[src/rtl/dma_arm_pkg.sv]
package dma_arm_pkg;
  localparam int CH_COUNT   = 5;
  localparam int DESC_BYTES = 8;
  localparam int ADDR_W     = 16;
  localparam int DATA_W     = 8;
  localparam int PRIO_W     = 2;
  localparam int CHAN_W     = $clog2(CH_COUNT);
  localparam int IDX_W      = $clog2(DESC_BYTES);
  localparam int CTL_W      = CH_COUNT + 1;
  // Field positions inside the last byte of a record
  localparam int PRIO_LSB   = 0;
  localparam int IRQ_BIT    = 2;
  localparam int LEN8_BIT   = 3;
  localparam int WORD_BIT   = 4;

  // Strobes from control to datapath
  typedef struct packed {
    logic              capture;   // last byte accepted for chan
    logic [CHAN_W-1:0] chan;      // channel being fetched
    logic [IDX_W-1:0]  byteIdx;   // byte within the record
    logic [CH_COUNT-1:0] clrMask; // channels whose record is invalidated
  } dp_strobe_t;
endpackage

[src/rtl/dma_arm_ctrl.sv]
module dma_arm_ctrl
  import dma_arm_pkg::*;
(
  input  logic                clk,
  input  logic                rstN,
  input  logic                ctlWrEn,
  input  logic [CTL_W-1:0]    ctlWrData,
  input  logic                memRdAck,
  output logic [CH_COUNT-1:0] armed,
  output logic                memRdReq,
  output dp_strobe_t          stb
);
  logic [CH_COUNT-1:0] pending, wrMask, abortHit, armSet, livePending, doneMask;
  logic                wrAbort, busy, curAborted, lastByte, done;
  logic [CHAN_W-1:0]   curChan, nextChan;
  logic [IDX_W-1:0]    byteIdx;

  assign wrMask   = ctlWrData[CH_COUNT-1:0];
  assign wrAbort  = ctlWrData[CH_COUNT];
  assign abortHit = (ctlWrEn && wrAbort)  ? wrMask : '0;
  assign armSet   = (ctlWrEn && !wrAbort) ? (wrMask & ~armed) : '0;

  assign livePending = pending & ~abortHit;
  assign curAborted  = busy && abortHit[curChan];
  assign lastByte    = (byteIdx == IDX_W'(DESC_BYTES - 1));
  assign done        = busy && memRdAck && lastByte && !curAborted;
  assign doneMask    = done ? (CH_COUNT'(1) << curChan) : '0;

  // Lowest-numbered waiting channel wins
  always_comb begin
    nextChan = '0;
    for (int i = CH_COUNT - 1; i >= 0; i--)
      if (livePending[i]) nextChan = CHAN_W'(i);
  end

  always_ff @(posedge clk) begin
    if (!rstN) begin
      armed   <= '0;
      pending <= '0;
      busy    <= 1'b0;
      curChan <= '0;
      byteIdx <= '0;
    end else begin
      armed   <= (armed | armSet) & ~abortHit;
      pending <= (livePending & ~doneMask) | armSet;
      if (busy) begin
        if (curAborted || done) busy    <= 1'b0;
        else if (memRdAck)      byteIdx <= byteIdx + 1'b1;
      end else if (|livePending) begin
        busy    <= 1'b1;
        curChan <= nextChan;
        byteIdx <= '0;
      end
    end
  end

  assign memRdReq    = busy;
  assign stb.capture = done;
  assign stb.chan    = curChan;
  assign stb.byteIdx = byteIdx;
  assign stb.clrMask = abortHit | armSet;
endmodule

[src/rtl/dma_desc_dp.sv]
module dma_desc_dp
  import dma_arm_pkg::*;
(
  input  logic                       clk,
  input  logic                       rstN,
  input  logic [ADDR_W-1:0]          base0Addr,
  input  logic [ADDR_W-1:0]          baseNAddr,
  input  logic [DATA_W-1:0]          memRdData,
  input  dp_strobe_t                 stb,
  output logic [ADDR_W-1:0]          memRdAddr,
  output logic [CH_COUNT-1:0]        fetched,
  output logic [CH_COUNT-1:0]        descWord,
  output logic [CH_COUNT-1:0]        descLen8,
  output logic [CH_COUNT-1:0]        descIrqMask,
  output logic [CH_COUNT*PRIO_W-1:0] descPrio
);
  logic [ADDR_W-1:0] descBase;
  logic              unusedHiBits;

  // Channel 0 has its own base; the others are packed from the shared one
  always_comb begin
    if (stb.chan == '0) descBase = base0Addr;
    else descBase = baseNAddr + ((ADDR_W'(stb.chan) - ADDR_W'(1)) << IDX_W);
  end
  assign memRdAddr    = descBase + ADDR_W'(stb.byteIdx);
  assign unusedHiBits = ^memRdData[DATA_W-1:WORD_BIT+1];

  for (genvar c = 0; c < CH_COUNT; c++) begin : g_chan
    logic [WORD_BIT:0] modeBits;
    logic              valid;

    always_ff @(posedge clk) begin
      if (!rstN || stb.clrMask[c]) begin
        valid    <= 1'b0;
        modeBits <= '0;
      end else if (stb.capture && stb.chan == CHAN_W'(c)) begin
        valid    <= 1'b1;
        modeBits <= memRdData[WORD_BIT:0];
      end
    end

    assign fetched[c]     = valid;
    assign descWord[c]    = modeBits[WORD_BIT];
    assign descLen8[c]    = modeBits[LEN8_BIT] & ~modeBits[WORD_BIT];
    assign descIrqMask[c] = modeBits[IRQ_BIT];
    assign descPrio[c*PRIO_W +: PRIO_W] = modeBits[PRIO_LSB +: PRIO_W];
  end
endmodule

[src/rtl/dma_arm_fetch.sv]
module dma_arm_fetch
  import dma_arm_pkg::*;
(
  input  logic                       clk,
  input  logic                       rstN,
  input  logic [ADDR_W-1:0]          base0Addr,
  input  logic [ADDR_W-1:0]          baseNAddr,
  input  logic                       ctlWrEn,
  input  logic [CTL_W-1:0]           ctlWrData,
  output logic                       memRdReq,
  output logic [ADDR_W-1:0]          memRdAddr,
  input  logic                       memRdAck,
  input  logic [DATA_W-1:0]          memRdData,
  output logic [CH_COUNT-1:0]        armed,
  output logic [CH_COUNT-1:0]        fetched,
  output logic [CH_COUNT-1:0]        descWord,
  output logic [CH_COUNT-1:0]        descLen8,
  output logic [CH_COUNT-1:0]        descIrqMask,
  output logic [CH_COUNT*PRIO_W-1:0] descPrio
);
  dp_strobe_t stb;

  dma_arm_ctrl u_ctrl (
    .clk(clk), .rstN(rstN), .ctlWrEn(ctlWrEn), .ctlWrData(ctlWrData),
    .memRdAck(memRdAck), .armed(armed), .memRdReq(memRdReq), .stb(stb)
  );

  dma_desc_dp u_dp (
    .clk(clk), .rstN(rstN), .base0Addr(base0Addr), .baseNAddr(baseNAddr),
    .memRdData(memRdData), .stb(stb), .memRdAddr(memRdAddr),
    .fetched(fetched), .descWord(descWord), .descLen8(descLen8),
    .descIrqMask(descIrqMask), .descPrio(descPrio)
  );
endmodule

[config.mk]
export PLATFORM = sky130hd
export DESIGN_NAME = dma_arm_fetch
export DESIGN_NICKNAME = d
export VERILOG_FILES = /design/src/rtl/dma_arm_pkg.sv /design/src/rtl/dma_arm_ctrl.sv /design/src/rtl/dma_desc_dp.sv /design/src/rtl/dma_arm_fetch.sv
export SDC_FILE = /design/constraint.sdc
export NUM_CORES = 1
export LEC_CHECK = 0
export ABC_CLOCK_PERIOD_IN_PS = 6000
export BUFFER_PORTS_ARGS = -buffer_cell sky130_fd_sc_hd__buf_2
export CAP_MARGIN = 20
export CORE_MARGIN = 1
export CORE_UTILIZATION = 55
export DETAILED_ROUTE_END_ITERATION = 8
export PLACE_DENSITY = 0.84
export SLEW_MARGIN = 20
export SYNTH_ARGS = -nofsm -noshare
export SYNTH_HDL_FRONTEND = slang
export SYNTH_SLANG_ARGS = --single-unit
[constraint.sdc]
create_clock -name clk -period 6 [get_ports clk]
set_clock_uncertainty 0.1 [all_clocks]
set_input_delay 0.6 -clock clk [delete_from_list [all_inputs] [get_ports clk]]
set_output_delay 0.6 -clock clk [all_outputs]
set_load 0.005 [all_outputs]
==> impl_results.rst <==
.. list-table::
   :header-rows: 1

   * - Metric
     - Value
   * - Status
     - completed
   * - Routed length on met2
     - 3.82 mm
   * - Async set-or-reset flop fraction in the synthesized netlist
     - 0%
   * - Detailed placement HPWL
     - 6.28 mm
   * - Sequential cell area
     - 941 sq um
   * - Dominant combinational cell family by area after synthesis
     - simple AND/OR/NAND/NOR gates
   * - Fill cells
     - 506
   * - Leakage component of the power
     - 1.90 nW
   * - Count of hold buffers inserted by post-cts repair
     - 0
   * - Multi-input combinational cell area
     - 2310 sq um
   * - CTS-repair resized insts
     - 0
   * - Number of routed nets with antenna violations
     - 0
   * - Netlist cell types
     - 62
   * - Worst Path Buf+Inv
     - 2
   * - Clock tree buffer depth
     - 2
   * - Post-Syn Nets
     - 494
   * - Transition at the pin with the smallest max-transition slack
     - 916 ps
   * - Most frequent cells in the layout
     - sky130_fd_sc_hd__buf_2 (98), sky130_fd_sc_hd__dfxtp_1 (47), sky130_fd_sc_hd__nor2_1 (45)
   * - Warning count from the yosys run
     - 0
   * - Worst min-delay path startpoint
     - u_dp.g_chan[0].valid
   * - Type of element capturing the critical path
     - output pin
   * - Number of synthesized register bits
     - 47
   * - Worst setup slack for register-to-register paths
     - 3340 ps
   * - Startpoint of the most critical register-to-register path
     - u_ctrl.curChan[2]
   * - Proportion of layout cells with a drive suffix above 1
     - 26.7%
   * - Unrepaired setup endpoints after global routing
     - no
   * - Fraction of the mapped netlist area in compound gates
     - 17.8%
   * - Area overhead of the layout relative to synthesis
     - 12.7%
   * - Count of antenna diodes in the layout
     - 0
   * - Post-Synth Adder-Cell Area
     - 8.90%
   * - Worst hold path stage count
     - 2
   * - Number of enable flip-flop cells after synthesis
     - 0
   * - Critical Path Start Type
     - flop
   * - Hold crit path type
     - reg -> reg
   * - Via count of the first global-routing pass
     - 2899
   * - Vias per Instance
     - 5.69
   * - Average routed wire per standard cell
     - 14.5 um
   * - Slowest library cell on the worst path
     - sky130_fd_sc_hd__nand2b_1
   * - Portion of the post-synthesis area used by sequential elements
     - 26.6%
   * - Pin count of the biggest net entering global routing
     - 27
   * - GR Util All Layers
     - 24.6%
   * - Maxcap violations
     - 0
   * - Total wirelength of the detailed-routed design
     - 8.17 mm
   * - Share of synthesized cell area in and, or, nand and nor gates
     - 22.9%
   * - Number of max-slew violations in the final report
     - 0
   * - Global-route wire length before repair
     - 13.0 mm
   * - Most frequent standard cell in the layout excluding fill and tap cells
     - sky130_fd_sc_hd__buf_2
   * - CTS H-tree lvls
     - 2
   * - Number of primary I/O pins
     - 102
   * - Required time of the worst setup path
     - 5300 ps
   * - Clock latency on the worst-skew pair
     - 310 ps
   * - Clock slew seen by the registers of the worst setup and hold paths
     - 90 ps
   * - Number of clock sinks
     - 47
   * - Die width
     - 82.2 um
   * - Maximum ir drop on the vdd rail
     - 0.182 mV
   * - Core Footprint
     - 6060 sq um
   * - Post-Synthesis Cell Area
     - 3540 sq um
   * - Initial core utilization
     - 58.4%
   * - Number of setup violations in the final report
     - 0
   * - Maximum fanout count along the critical path
     - 19
   * - Wire length on met3
     - 533 um
   * - Power Dens Cells
     - 223 nW/um^2
   * - Number of antenna violations at the first check in global routing
     - 0
   * - Time the worst path needs with I/O delays and setup
     - 4530 ps
   * - Number of nets in the layout
     - 563
   * - Number of CTS-inserted buffers
     - 5
   * - Cell family with the largest share of critical-path delay
     - simple AND/OR/NAND/NOR gates
   * - Die span in y
     - 82.2 um
   * - Maximum clock frequency
     - 221 MHz
   * - Length in cells of the worst reg-to-reg path
     - 6
   * - Cell-by-cell listing of the critical path
     - inv_1 > ha_1 > nand2b_1 > nand2_1 > nand2_1 > ha_1 > fa_1 > a21o_1 > a21boi_0 > a21boi_4 > nand4_1 > xor2_1 > mux2i_1 > buf_2
   * - Critical path's largest stage delay
     - 590 ps
   * - DR pass1 iterations
     - 4
   * - Xor/xnor share of the synthesized area
     - 6.43%
   * - Terminating pin of the worst hold path
     - u_dp.g_chan[0].valid
   * - Synth Flop Type
     - sky130_fd_sc_hd__dfxtp_1
   * - TritonCTS clock tree
     - yes
   * - Via count
     - 3216
   * - CTS root buf
     - sky130_fd_sc_hd__clkbuf_8
   * - Starting DRC count in detailed routing
     - 114
   * - Total overflow reported by the global router
     - 0
   * - Site row count
     - 28
   * - Floorplan die area
     - 6760 sq um
   * - Capturing point of the worst reg2reg path
     - u_dp.g_chan[4].modeBits[3]
   * - DRC violation count after routing
     - 0
   * - Post-Route Setup TNS
     - 0 ps
   * - Crit path DAT
     - 3830 ps
   * - Syn avg cell area
     - 8.43 sq um
   * - Worst hold slack
     - 366 ps
   * - Max_slew headroom
     - 38.6%
   * - Multiplexer share of the synthesized area
     - 9.05%
   * - Post-CTS setup-driven buffer insertion count
     - 0
   * - Wl on met1
     - 3.70 mm
   * - Buffers on Ports
     - 98
   * - Final count of hold timing violations
     - 0
   * - Fin crit share
     - 75.5%
   * - Cell count after synthesis
     - 420
   * - CP Class
     - reg -> out
   * - Routability cong.
     - 0.868
   * - Highest routed layer
     - met4
-- power by group --
group          switching [mW]  total [mW]  leakage, nW  internal [mW]
sequential            0.00971       0.328        0.380          0.318
combinational           0.192       0.328         1.46          0.136
clock                   0.110       0.235       0.0581          0.124
-- cell families (layout without fill, tap and decap cells) --
group	count (synthesis)	count (layout)
multiplexers	32	32
adder cells (fa/ha/maj)	24	24
buffers and inverters	47	117
AND/OR/NAND/NOR	158	158
AO/OA/AOI/OAI	86	86
XOR/XNOR	26	26
flip-flops	47	47
-- routing by layer --
layer	global-route usage, %	up-vias
met5	0	-
met4	6.14	0
met3	5.27	14
met2	41.4	98
met1	31.8	1516
li1	-	1588
-- how the worst max path moves through the flow --
| stage | start | endpoint | cells after the start |
|---|---|---|---|
| after floorplan | u_ctrl.curChan[0] | memRdAddr[12] | 16 |
| after global placement | u_ctrl.curChan[0] | memRdAddr[15] | 11 |
| after detailed placement | u_ctrl.curChan[2] | memRdAddr[15] | 11 |
| after CTS | u_ctrl.curChan[0] | memRdAddr[12] | 14 |
| after global routing | u_ctrl.curChan[2] | memRdAddr[15] | 11 |
| final | u_ctrl.curChan[0] | memRdAddr[12] | 14 |
-- worst register-to-register path: stages, from the launching register on --
cell	delay, ps
sky130_fd_sc_hd__dfxtp_1	440
sky130_fd_sc_hd__nor3_2	740
sky130_fd_sc_hd__a22oi_4	110
sky130_fd_sc_hd__nor3b_1	370
sky130_fd_sc_hd__and3_1	460
sky130_fd_sc_hd__mux2i_1	270
sky130_fd_sc_hd__nor2_1	50
-- final cells by class --
class	count	share of cell area, %
flip-flops and latches	47	23.6
inverters	10	0.941
multi-input cells	326	57.8
repair buffers	99	12.5
clock buffers	5	1.73
well taps	75	2.35
clock inverters	3	1.10
-- through the flow --
| stage | setup WS (ps) | cells | utilization, % | power (mW) | instance area, sq um |
|---|---|---|---|---|---|
| floorplan | 2200 | 420 | - | 0.573 | 3540 |
| global placement | 1870 | 557 | 64.0 | 0.648 | 3880 |
| detailed placement | 1820 | 557 | 64.0 | 0.658 | 3880 |
| CTS | 1480 | 565 | 65.8 | 0.888 | 3990 |
| global route | 1110 | 565 | 65.8 | 0.943 | 3990 |
| finish | 1470 | 565 | 65.8 | 0.890 | 3990 |
-- Yosys cell counts, drive strengths merged (3+ instances only) --
cell type | number | area share, %
ha | 22 | 7.8
and2 | 6 | 1.1
nand4 | 7 | 1.2
inv | 10 | 1.1
nor3b | 7 | 1.5
nor2b | 16 | 2.8
nand2b | 4 | 0.71
nor2 | 46 | 4.9
xor2 | 17 | 4.2
nand3 | 14 | 2.0
nand2 | 39 | 4.4
xnor2 | 9 | 2.2
o21ai | 22 | 3.3
a21boi | 5 | 1.4
o21a | 4 | 0.85
dfxtp | 47 | 27
a21o | 7 | 1.5
a21oi | 25 | 3.6
nor3 | 8 | 1.3
mux2i | 32 | 9.0
a31oi | 5 | 0.88
a211oi | 3 | 0.92
buf | 31 | 6.6
clkbuf | 6 | 0.67
-- state kept, by name, indices dropped and copies added (netlist names) --
register / cells
u_ctrl.memRdReq: 1
u_ctrl.armed: 5
u_ctrl.curChan: 3
u_ctrl.pending: 5
u_dp.g_chan.valid: 5
u_ctrl.byteIdx: 3
u_dp.g_chan.modeBits: 25
Power figures use the tool's default switching activity.
